<file path="src/rtl/px_ser_pkg.sv">
`timescale 1ns/1ps
package px_ser_pkg;
  localparam int SLOTS = 7;
  localparam int LANES = 4;
  localparam int CW    = 8;
  localparam int CNT_W = $clog2(SLOTS);

  typedef enum logic [1:0] {
    FMT_18    = 2'd0,
    FMT_24_HI = 2'd1,
    FMT_24_LO = 2'd2,
    FMT_RSVD  = 2'd3
  } fmt_e;

  typedef struct packed {
    logic [CW-1:0] r;
    logic [CW-1:0] g;
    logic [CW-1:0] b;
    logic          de;
    logic          vs;
    logic          hs;
  } pix_t;

  // bit s = slot s
  localparam logic [SLOTS-1:0] LCLK_PAT = 7'b1100011;
endpackage

</file>
<file path="src/rtl/px_slot_ctr.sv">
`timescale 1ns/1ps
module px_slot_ctr
  import px_ser_pkg::*;
(
  input  logic             clk_i,
  input  logic             rst_ni,
  output logic [CNT_W-1:0] slot_o,
  output logic             take_o
);
  localparam logic [CNT_W-1:0] LAST = CNT_W'(SLOTS - 1);

  logic [CNT_W-1:0] slot_q;

  always_ff @(posedge clk_i or negedge rst_ni) begin
    if (!rst_ni)             slot_q <= '0;
    else if (slot_q == LAST) slot_q <= '0;
    else                     slot_q <= slot_q + 1'b1;
  end

  assign slot_o = slot_q;
  assign take_o = (slot_q == '0);

  assert_slot_range_R1: assert property (@(posedge clk_i) disable iff (!rst_ni)
    slot_q <= LAST);
  assert_slot_step_R1: assert property (@(posedge clk_i) disable iff (!rst_ni)
    (slot_q != LAST) |=> (slot_q == $past(slot_q) + 1'b1));
  assert_slot_wrap_R1: assert property (@(posedge clk_i) disable iff (!rst_ni)
    (slot_q == LAST) |=> take_o);
  assert_take_single_R1: assert property (@(posedge clk_i) disable iff (!rst_ni)
    take_o |=> !take_o);
endmodule

</file>
<file path="src/rtl/px_lane_map.sv">
`timescale 1ns/1ps
module px_lane_map
  import px_ser_pkg::*;
(
  input  pix_t                        pix_i,
  input  fmt_e                        fmt_i,
  output logic [LANES-1:0][SLOTS-1:0] pat_o
);
  // lanes 0..2: colour bits o..o+5, slot 0 in bit 0
  function automatic logic [2:0][SLOTS-1:0] base_lanes(pix_t p, int o);
    logic [2:0][SLOTS-1:0] l;
    l[0] = {p.r[o], p.r[o+1], p.r[o+2], p.r[o+3], p.r[o+4], p.r[o+5], p.g[o]};
    l[1] = {p.g[o+1], p.g[o+2], p.g[o+3], p.g[o+4], p.g[o+5], p.b[o], p.b[o+1]};
    l[2] = {p.b[o+2], p.b[o+3], p.b[o+4], p.b[o+5], p.hs, p.vs, p.de};
    return l;
  endfunction

  // lane 3: the two remaining bits per channel, high bit first, reserved slot low
  function automatic logic [SLOTS-1:0] extra_lane(pix_t p, int q);
    return {1'b0, p.b[q], p.b[q+1], p.g[q], p.g[q+1], p.r[q], p.r[q+1]};
  endfunction

  logic [2:0][SLOTS-1:0] lo_map, hi_map;

  assign lo_map = base_lanes(pix_i, 0);
  assign hi_map = base_lanes(pix_i, 2);

  always_comb begin
    unique case (fmt_i)
      FMT_24_HI: begin
        pat_o[2:0] = hi_map;
        pat_o[3]   = extra_lane(pix_i, 0);
      end
      FMT_24_LO: begin
        pat_o[2:0] = lo_map;
        pat_o[3]   = extra_lane(pix_i, 6);
      end
      default: begin
        pat_o[2:0] = lo_map;
        pat_o[3]   = '0;
      end
    endcase
  end
endmodule

</file>
<file path="src/rtl/px_lane_shift.sv">
`timescale 1ns/1ps
module px_lane_shift #(
  parameter int W = 7
) (
  input  logic         clk_i,
  input  logic         rst_ni,
  input  logic         load_i,
  input  logic [W-1:0] pat_i,
  output logic         bit_o
);
  logic [W-1:0] sh_q;

  always_ff @(posedge clk_i or negedge rst_ni) begin
    if (!rst_ni)     sh_q <= '0;
    else if (load_i) sh_q <= pat_i;
    else             sh_q <= {1'b0, sh_q[W-1:1]};
  end

  assign bit_o = sh_q[0];
endmodule

</file>
<file path="src/rtl/px_lane_ser.sv">
`timescale 1ns/1ps
module px_lane_ser
  import px_ser_pkg::*;
(
  input  logic             clk_i,
  input  logic             rst_ni,
  input  logic [CW-1:0]    red_i,
  input  logic [CW-1:0]    grn_i,
  input  logic [CW-1:0]    blu_i,
  input  logic             de_i,
  input  logic             vsync_i,
  input  logic             hsync_i,
  input  logic [1:0]       fmt_i,
  output logic             pix_take_o,
  output logic [LANES-1:0] lane_o,
  output logic             lclk_o
);
  logic [CNT_W-1:0]            slot;
  logic                        take;
  pix_t                        pix;
  logic [LANES-1:0][SLOTS-1:0] pat;
  logic                        started_q;
  fmt_e                        fmt_q;

  assign pix = '{r: red_i, g: grn_i, b: blu_i, de: de_i, vs: vsync_i, hs: hsync_i};

  px_slot_ctr u_ctr (
    .clk_i  (clk_i),
    .rst_ni (rst_ni),
    .slot_o (slot),
    .take_o (take)
  );

  px_lane_map u_map (
    .pix_i (pix),
    .fmt_i (fmt_e'(fmt_i)),
    .pat_o (pat)
  );

  for (genvar l = 0; l < LANES; l++) begin : g_lane
    px_lane_shift #(.W(SLOTS)) u_sh (
      .clk_i  (clk_i),
      .rst_ni (rst_ni),
      .load_i (take),
      .pat_i  (pat[l]),
      .bit_o  (lane_o[l])
    );
  end

  px_lane_shift #(.W(SLOTS)) u_clk (
    .clk_i  (clk_i),
    .rst_ni (rst_ni),
    .load_i (take),
    .pat_i  (LCLK_PAT),
    .bit_o  (lclk_o)
  );

  // format of the pixel in flight
  always_ff @(posedge clk_i or negedge rst_ni) begin
    if (!rst_ni) begin
      started_q <= 1'b0;
      fmt_q     <= FMT_18;
    end else if (take) begin
      started_q <= 1'b1;
      fmt_q     <= fmt_e'(fmt_i);
    end
  end

  assign pix_take_o = take;

  assert_idle_low_R11: assert property (@(posedge clk_i) disable iff (!rst_ni)
    !started_q |-> (lane_o == '0 && !lclk_o));
  assert_lclk_lead_R4: assert property (@(posedge clk_i) disable iff (!rst_ni)
    take |=> lclk_o);
  assert_lclk_mid_R4: assert property (@(posedge clk_i) disable iff (!rst_ni)
    (started_q && slot == CNT_W'(3)) |-> !lclk_o);
  assert_lane3_quiet_R6: assert property (@(posedge clk_i) disable iff (!rst_ni)
    (started_q && (fmt_q == FMT_18 || fmt_q == FMT_RSVD)) |-> !lane_o[3]);
  assert_rsvd_slot_R8: assert property (@(posedge clk_i) disable iff (!rst_ni)
    (started_q && take) |-> !lane_o[3]);
endmodule

</file>
<file path="config.mk">
export PLATFORM = sky130hd
export DESIGN_NAME = px_lane_ser
export DESIGN_NICKNAME = d
export VERILOG_FILES = /design/src/rtl/px_ser_pkg.sv /design/src/rtl/px_slot_ctr.sv /design/src/rtl/px_lane_map.sv /design/src/rtl/px_lane_shift.sv /design/src/rtl/px_lane_ser.sv
export SDC_FILE = /design/constraint.sdc
export NUM_CORES = 1
export LEC_CHECK = 0
export BUFFER_PORTS_ARGS = -buffer_cell sky130_fd_sc_hd__clkbuf_2
export CORE_UTILIZATION = 42
export DETAILED_ROUTE_END_ITERATION = 10
export GPL_TIMING_DRIVEN = 0
export SLEW_MARGIN = 20
export SYNTH_ARGS = -nofsm -noshare
export SYNTH_HDL_FRONTEND = slang
export SYNTH_HIERARCHICAL = 1
export SYNTH_SLANG_ARGS = --single-unit
</file>
<file path="constraint.sdc">
create_clock -name clk_i -period 2.25 [get_ports clk_i]
set_clock_uncertainty 0.2 [all_clocks]
set_input_delay 0.675 -clock clk_i [delete_from_list [all_inputs] [get_ports clk_i]]
set_output_delay 0.675 -clock clk_i [all_outputs]
set_load 0.02 [all_outputs]
</file>
### After elaboration in Yosys (flattened, before gate mapping)

Cells that the tools add are included.

* bits in registers: 38
* output and inout bits: 6
* word-level logic and storage cells: 18

* add/sub/neg operators: 1
* reductions and logical operators: 1
* equal/unequal tests: 3
* mux-type cells: 7

Operators with widths (count)
* $pmux W27 S2: 1
* $mux W7: 4
* $mux W6: 1
* $add A3 B1 Y3 const B: 1
* $eq A3 B3 Y1 const B: 1
* $logic_not A3 Y1: 1
* $mux W3: 1
* $eq A2 B1 Y1 const B: 1
* $eq A2 B2 Y1 const B: 1

### Longest topological paths before layout

Gate-level depths: netlist of run 1.

* depth after elaboration: 3
* mapped depth: 7

### Cells and area by module

The synthesis of run 1 kept the hierarchy.

Modules (own cells, without submodules)
* px_lane_shift: seq. area each 175.2 sq um, cells each 15, area an instance 284.0 sq um, instances 5
* px_lane_map: seq. area each 0.0 sq um, cells each 45, area an instance 345.3 sq um, instances 1
* px_slot_ctr: seq. area each 75.1 sq um, cells each 10, area an instance 116.4 sq um, instances 1
* px_lane_ser: seq. area each 0.0 sq um, cells each 2, area an instance 7.5 sq um, instances 1

### Worst setup path after synthesis of run 1

Ideal clock, no wire load.

* path kind: input port to flip-flop
* start: input fmt_i[0]
* end: register g_lane[1].u_sh.sh_q[1]
* cell stages on the path: 7
* data arrival time: 1971 ps
* setup slack: -46 ps
* cell sequence: inv_1 > ha_1 > or2_1 > buf_6 > buf_6 > a22o_1 > mux2_4

RTL lines
* start: declaration: line px_lane_ser.sv:13 `input logic [1:0] fmt_i,`
* end signal: assignment: line px_lane_shift.sv:15 `else if (load_i) sh_q <= pat_i;`
* end signal: assignment: line px_lane_shift.sv:16 `else sh_q <= {1'b0, sh_q[W-1:1]};`
* end: declaration: line px_lane_shift.sv:11 `logic [W-1:0] sh_q;`

==> results of run 1 <==
## state kept, by name, indices dropped and copies added, names as in the netlist
register / count
g_lane.u_sh/sh_q: 28
u_ctr/slot_o: 3
u_clk/sh_q: 7
## cell usage after synthesis, drive strengths merged
cell type and number:
mux2i 1, or2 1, a22oi 6, mux2 30, a22o 18, nor2b 1, inv 3, nor2 6
conb 3, ha 2, nand2b 2, a21oi 1, nor3 1, dfrtp 38, buf 13, o21ai 1
and2 5
## worst paths after layout
kind                                                start                               end  slack (ns)
worst max-delay path                             fmt_i[0]  g_lane[1].u_sh/sh_q[4]$_DFF_PN0_        0.15
min in group asynchronous                          rst_ni  g_lane[2].u_sh/sh_q[2]$_DFF_PN0_        0.31
worst min-delay path              u_clk/sh_q[2]$_DFF_PN0_           u_clk/sh_q[1]$_DFF_PN0_        0.28
worst min register to register    u_clk/sh_q[2]$_DFF_PN0_           u_clk/sh_q[1]$_DFF_PN0_        0.28
worst max register to register  u_ctr/slot_o[0]$_DFF_PN0_  g_lane[3].u_sh/sh_q[4]$_DFF_PN0_        0.65
max in group asynchronous                          rst_ni  g_lane[0].u_sh/sh_q[2]$_DFF_PN0_        0.95
## layer usage
metal / up-vias / routed length (um) / global-route usage, %
li1: 548 / - / -
met1: 577 / 1478 / 19.51
met2: 26 / 1695 / 26.43
met3: 7 / 158 / 4.678
met4: 0 / 66 / 7.483
met5: - / 0 / 0
## area by class of cell
cell class / instances / area, sq um
Fill cell: 397 / 2048
Tap cell: 52 / 65.06
Multi-Input combinational cell: 83 / 842.1
Clock buffer: 7 / 76.32
Timing Repair Buffer: 34 / 172.7
Buffer: 13 / 127.6
Inverter: 3 / 11.26
Clock inverter: 1 / 30.03
Sequential cell: 38 / 950.9
## through the flow
stage                     cell area (sq um)  worst slack, ns
after floorplan                        1921         0.005071
after global placement                 2151          -0.2430
after detailed placement               2151          -0.2422
after CTS                              2276           0.1577
after global routing                   2276           0.1154
final                                  2276           0.1541
## cell families after synthesis
kind of cell	after synthesis	share of synthesized area, %
and+or+nand+nor	16	4.768
muxes	31	24.37
AOI/OAI and AO/OA	26	11.26
other	3	0.5960
adders and majority gates	2	1.324
DFF	38	50.33
buffers and inverters	16	7.351
## critical path: cells and delay by family
family          cells  cell delay, ns
fa+ha+maj           1            0.27
mux                 1            0.26
buf+inv             4            0.43
compound gates      1            0.18
simple gates        1            0.24
## where the power goes
part	internal, mW	leakage (nW)	switching, mW	total [mW]
logic	0.127	0.709	0.0928	0.220
clock network	0.332	0.0524	0.238	0.569
registers	0.695	0.529	0.00213	0.697
total	1.15	1.29	0.332	1.49
## what timing repair did
action	in CTS	in global routing
hold buffers	0	0
setup buffers	1	0
gates resized for setup	2	0
endpoints found under the setup margin	1	0
==> impl_results.md, run 1 <==
* Leakage power at 1.290 nW
* Required @ worst endpoint at 2.23 ns
* Top post-synthesis cells by area: dfrtp_1, mux2_4, a22o_1
* Routed vias at 1158
* Post-synth top area share at about 50%
* Pin count of the biggest net entering global routing at 39
* Routed length per instance at 14.71 um
* Cts bufs inserted at 5
* Fin. Hold Viols at 0
* HP Class: flop to flop
* Final Setup Violations at 0
* Clk Latency, worst-skew pair at 0.29 ns
* All-Layer GR Usage at 16.13%
* Die Ht at 69.07 um
* Syn_area_per_cell at 14.31 sq um
* Root Buffer: clkbuf_8
* Worst vdd ir at 0.0002707 V
* Max cap viols at 0
* Hold Path Depth at 1
* Fin util at 52.63%
* CP startpoint kind: input pin
* HPWL Detailed at ~2500 um
* Crit Path Category: input pin to flop
* Nets at 211
* Slowest stage cell on the critical path: ha_4
* Outcome: complete, no violations
* Std cell rows at 24
* Initial antenna violation count at 0
* Crit-path max FO at 10
* Initial core utilization at 43.69%
* DR DRC count at 0
* CORE AREA at 4324 sq um
* Synth warn at 6
* I/O Buffers at 33
* Worst Max-Slew Pin Slew at 0.9365 ns
* Yosys cell types at 18
* Clock transition at path regs at 0.07 ns
* Max Clk Rate at 477.1 MHz
* CP Cell Sequence: clkbuf_2, inv_1, ha_4, or2_1, buf_6, buf_6, a22o_1, mux2_4
* First-pass GRT wire length at about 6000 um
* CP endpoint kind: flop
* Antenna Diode Count at 0
* Die ar. at 4771 sq um
* Cells after DPL at 222
* Final Non-Filler Cells at 231
* Drt pass-1 iters at 4
* Synthesis-stage register bit count at 38
* Area leader, netlist: dfrtp_1
* Reg2Reg Depth at 4
* Most common cell after layout, fill and taps aside: dfrtp_1
* RD Place Congestion at 0.7541
* Die width at 69.07 um
* Drt total wl at 3398 um
* Most frequent cells in the layout: dfrtp_1, clkbuf_2, mux2_4
* Clock sink count at 38
* H-tree depth at 2
* Vias in the first global route at 1280
* Fin crit period at roughly 2.1 ns
* CTS tree: yes
* Synth Instances at roughly 130
* Power density over the cells at 653.0 nW/um^2
* IO Count at 37
* Power after layout at between 1 and 1.5 mW
* Critical Path Most Common Cell: buf_6
* Routed Antenna Nets at 0
* Register area share after synthesis at 50.33%
* RSZ-0062 raised after global routing: false
* Post-Route Setup TNS at 0 ns
* Hold_ws at 0.2814 ns
* Layout area overhead at 20.46%
* Total grt overflow at 0
* Share of cells above drive strength 1 at about half
* Clk buf depth at 2
* Cell Area, Synth at 1889 sq um
* DR vias/cell at 5.013
* Slowest cell delay on critical path at between 0.2 and 0.3 ns
* Initial drt markers at 52
* Slew Limit Fails at 0
* Slew margin rel. at 37.57%
* CP Data Arrival Time at just over 2 ns
* Final period util at 93.15%
(Power assumes the default switching activity.)
==> run 2, diff against run 1 <==
Clock period 2.25 ns to 2.1 ns, I/O delays scaled along.
==> run 2 against run 1 <==
Register-to-register slack worse by 0.14 ns. First-iteration DRC count shrank 46%. Flip-flop and latch count is the same. Worst setup slack got worse by 0.041 ns. Clock power decreased by 10%. Die area unchanged. Final cell count stayed put. Largest power group unchanged.
==> impl_results.md, run 2 (synthesis results as in run 1) <==
* Slowest stage cell on the critical path: mux2_4
* Placed cell area at 2156 sq um
* Layout area overhead at 19.80%
* IO Count at 37
* Initial antenna violation count at 0
* Cts bufs inserted at 5
* Routed vias at 1171
* Antenna Diode Count at 0
* Std cell rows at 24
* Most frequent cells in the layout: dfrtp_1, clkbuf_2, mux2_4
* CP endpoint kind: flop
* Fin util at between 50% and 60%
* H-tree depth at 2
* Crit-path max FO at 10
* Drt pass-1 iters at 4
* DR vias/cell at slightly above 5
* Clk Latency, worst-skew pair at 0.29 ns
* DR DRC count at 0
* Initial core utilization at a little over two fifths
* Final Non-Filler Cells at 231
* Slew Limit Fails at 0
* Clock sink count at 38
* Power after layout at about 1.5 mW
* CP startpoint kind: input pin
* Max Clk Rate at 503.4 MHz
* Fin crit period at 1.986 ns
* Slowest cell delay on critical path at 0.26 ns
* Fin. Hold Viols at 0
* Initial drt markers at 28
* Critical Path Most Common Cell: buf_6
* Register name with the most flops: g_lane.u_sh/sh_q
* Wire length on met3 at 131 um
* HP Class: input pin to async pin
* Vias in the first global route at 1213
* Slew margin rel. at 37.28%
* Max Used Layer: met4
* Die Ht at 69.07 um
* Max cap viols at 0
* Die width at between 60 and 70 um
* Share of cells above drive strength 1 at 51.96%
* Clk buf depth at 2
* Wl on met1 at 1551 um
* Outcome: complete, no violations
* Pin count of the biggest net entering global routing at 39
* Nets at about 210
* Power density over the cells at ~660 nW/um^2
* Worst vdd ir at 0.0003032 V
* Total grt overflow at 0
* Cells after DPL at 222
* Die ar. at 4771 sq um
* Most common cell after layout, fill and taps aside: dfrtp_1
* Routed length per instance at 14.68 um
* First-pass GRT wire length at 5906 um
* Drt total wl at 3391 um
* HPWL Detailed at between 2000 and 2500 um
* Routed Antenna Nets at 0
* RSZ-0062 raised after global routing: false
* Root Buffer: clkbuf_8
* Final std cell area, no fill at around 2300 sq um
* Hold-fix buffers, CTS at 0
* Final Setup Violations at 0
* Worst Max-Slew Pin Slew at 0.9408 ns
* I/O Buffers at 33
* Required @ worst endpoint at about 2.1 ns
* Leakage power at 1.284 nW
* All-Layer GR Usage at 15.75%
* Crit Path Category: input pin to flop
* Hold_ws at 0.2690 ns
* CP Cell Sequence: clkbuf_2, inv_2, ha_4, or2_1, buf_6, buf_6, a22o_1, mux2_4
* CTS tree: yes
* Max reg flops at 28
* RD Place Congestion at 0.7789
* CORE AREA at 4324 sq um
* Clock transition at path regs at roughly 0.07 ns
* Final period util at 94.59%
* CP Data Arrival Time at 1.96 ns
* DR WL met2 at 1652 um
==> run 2: final timing paths <==
check | from | endpoint | slack, ns | cells after the start
min in group clk_i | g_lane[3].u_sh/sh_q[1]$_DFF_PN0_ | g_lane[3].u_sh/sh_q[0]$_DFF_PN0_ | 0.28 | 1
worst max register to register | u_ctr/slot_o[2]$_DFF_PN0_ | g_lane[0].u_sh/sh_q[4]$_DFF_PN0_ | 0.51 | 4
max in group asynchronous | rst_ni | g_lane[1].u_sh/sh_q[2]$_DFF_PN0_ | 0.84 | 1
worst min register to register | g_lane[3].u_sh/sh_q[1]$_DFF_PN0_ | g_lane[3].u_sh/sh_q[0]$_DFF_PN0_ | 0.28 | 1
worst min-delay path | rst_ni | g_lane[2].u_sh/sh_q[0]$_DFF_PN0_ | 0.27 | 1
worst max-delay path | fmt_i[0] | g_lane[1].u_sh/sh_q[5]$_DFF_PN0_ | 0.11 | 8
==> run 2: what timing repair did <==
action	CTS	global route
gates resized for setup	1	1
cloned	0	0
pin swaps	1	0
hold endpoints to repair	0	0
setup buffers	1	0
setup endpoints to repair	1	5
==> run 2: through the flow <==
stage | TNS (ns) | setup slack, ns
final | 0 | 0.1135
after global routing | 0 | 0.07106
after CTS | 0 | 0.06614
after detailed placement | -3.018 | -0.2478
after global placement | -2.526 | -0.2169
after floorplan | 0 | 0.01678
==> run 2: final cells by class <==
| type | count | area (sq um) |
|---|---|---|
| buffer | 13 | 127.6 |
| timing repair buffer | 34 | 172.7 |
| clock buffer | 7 | 86.33 |
| sequential | 38 | 950.9 |
| inverter | 3 | 11.26 |
| fill | 394 | 2061 |
| tap | 52 | 65.06 |
| multi-input combinational | 83 | 844.6 |
| clock inverter | 1 | 5.005 |
==> run 2: per-layer routing <==
| metal | up-vias | GRT usage [%] |
|---|---|---|
| li1 | 543 | - |
| met2 | 27 | 24.81 |
| met3 | 6 | 3.801 |
| met1 | 595 | 20.62 |
| met4 | 0 | 6.803 |
| met5 | - | 0 |
==> run 2: worst max-delay path: cells and delay by family <==
kind            cells  cell delay, ns
simple gates        1            0.23
buf+inv             4            0.42
compound gates      1            0.18
mux                 1            0.26
fa+ha+maj           1            0.24
==> run 2: power by group <==
part	switching [mW]	internal, mW	total [mW]
logic	0.101	0.136	0.237
clock network	0.245	0.265	0.510
registers	0.00224	0.745	0.747
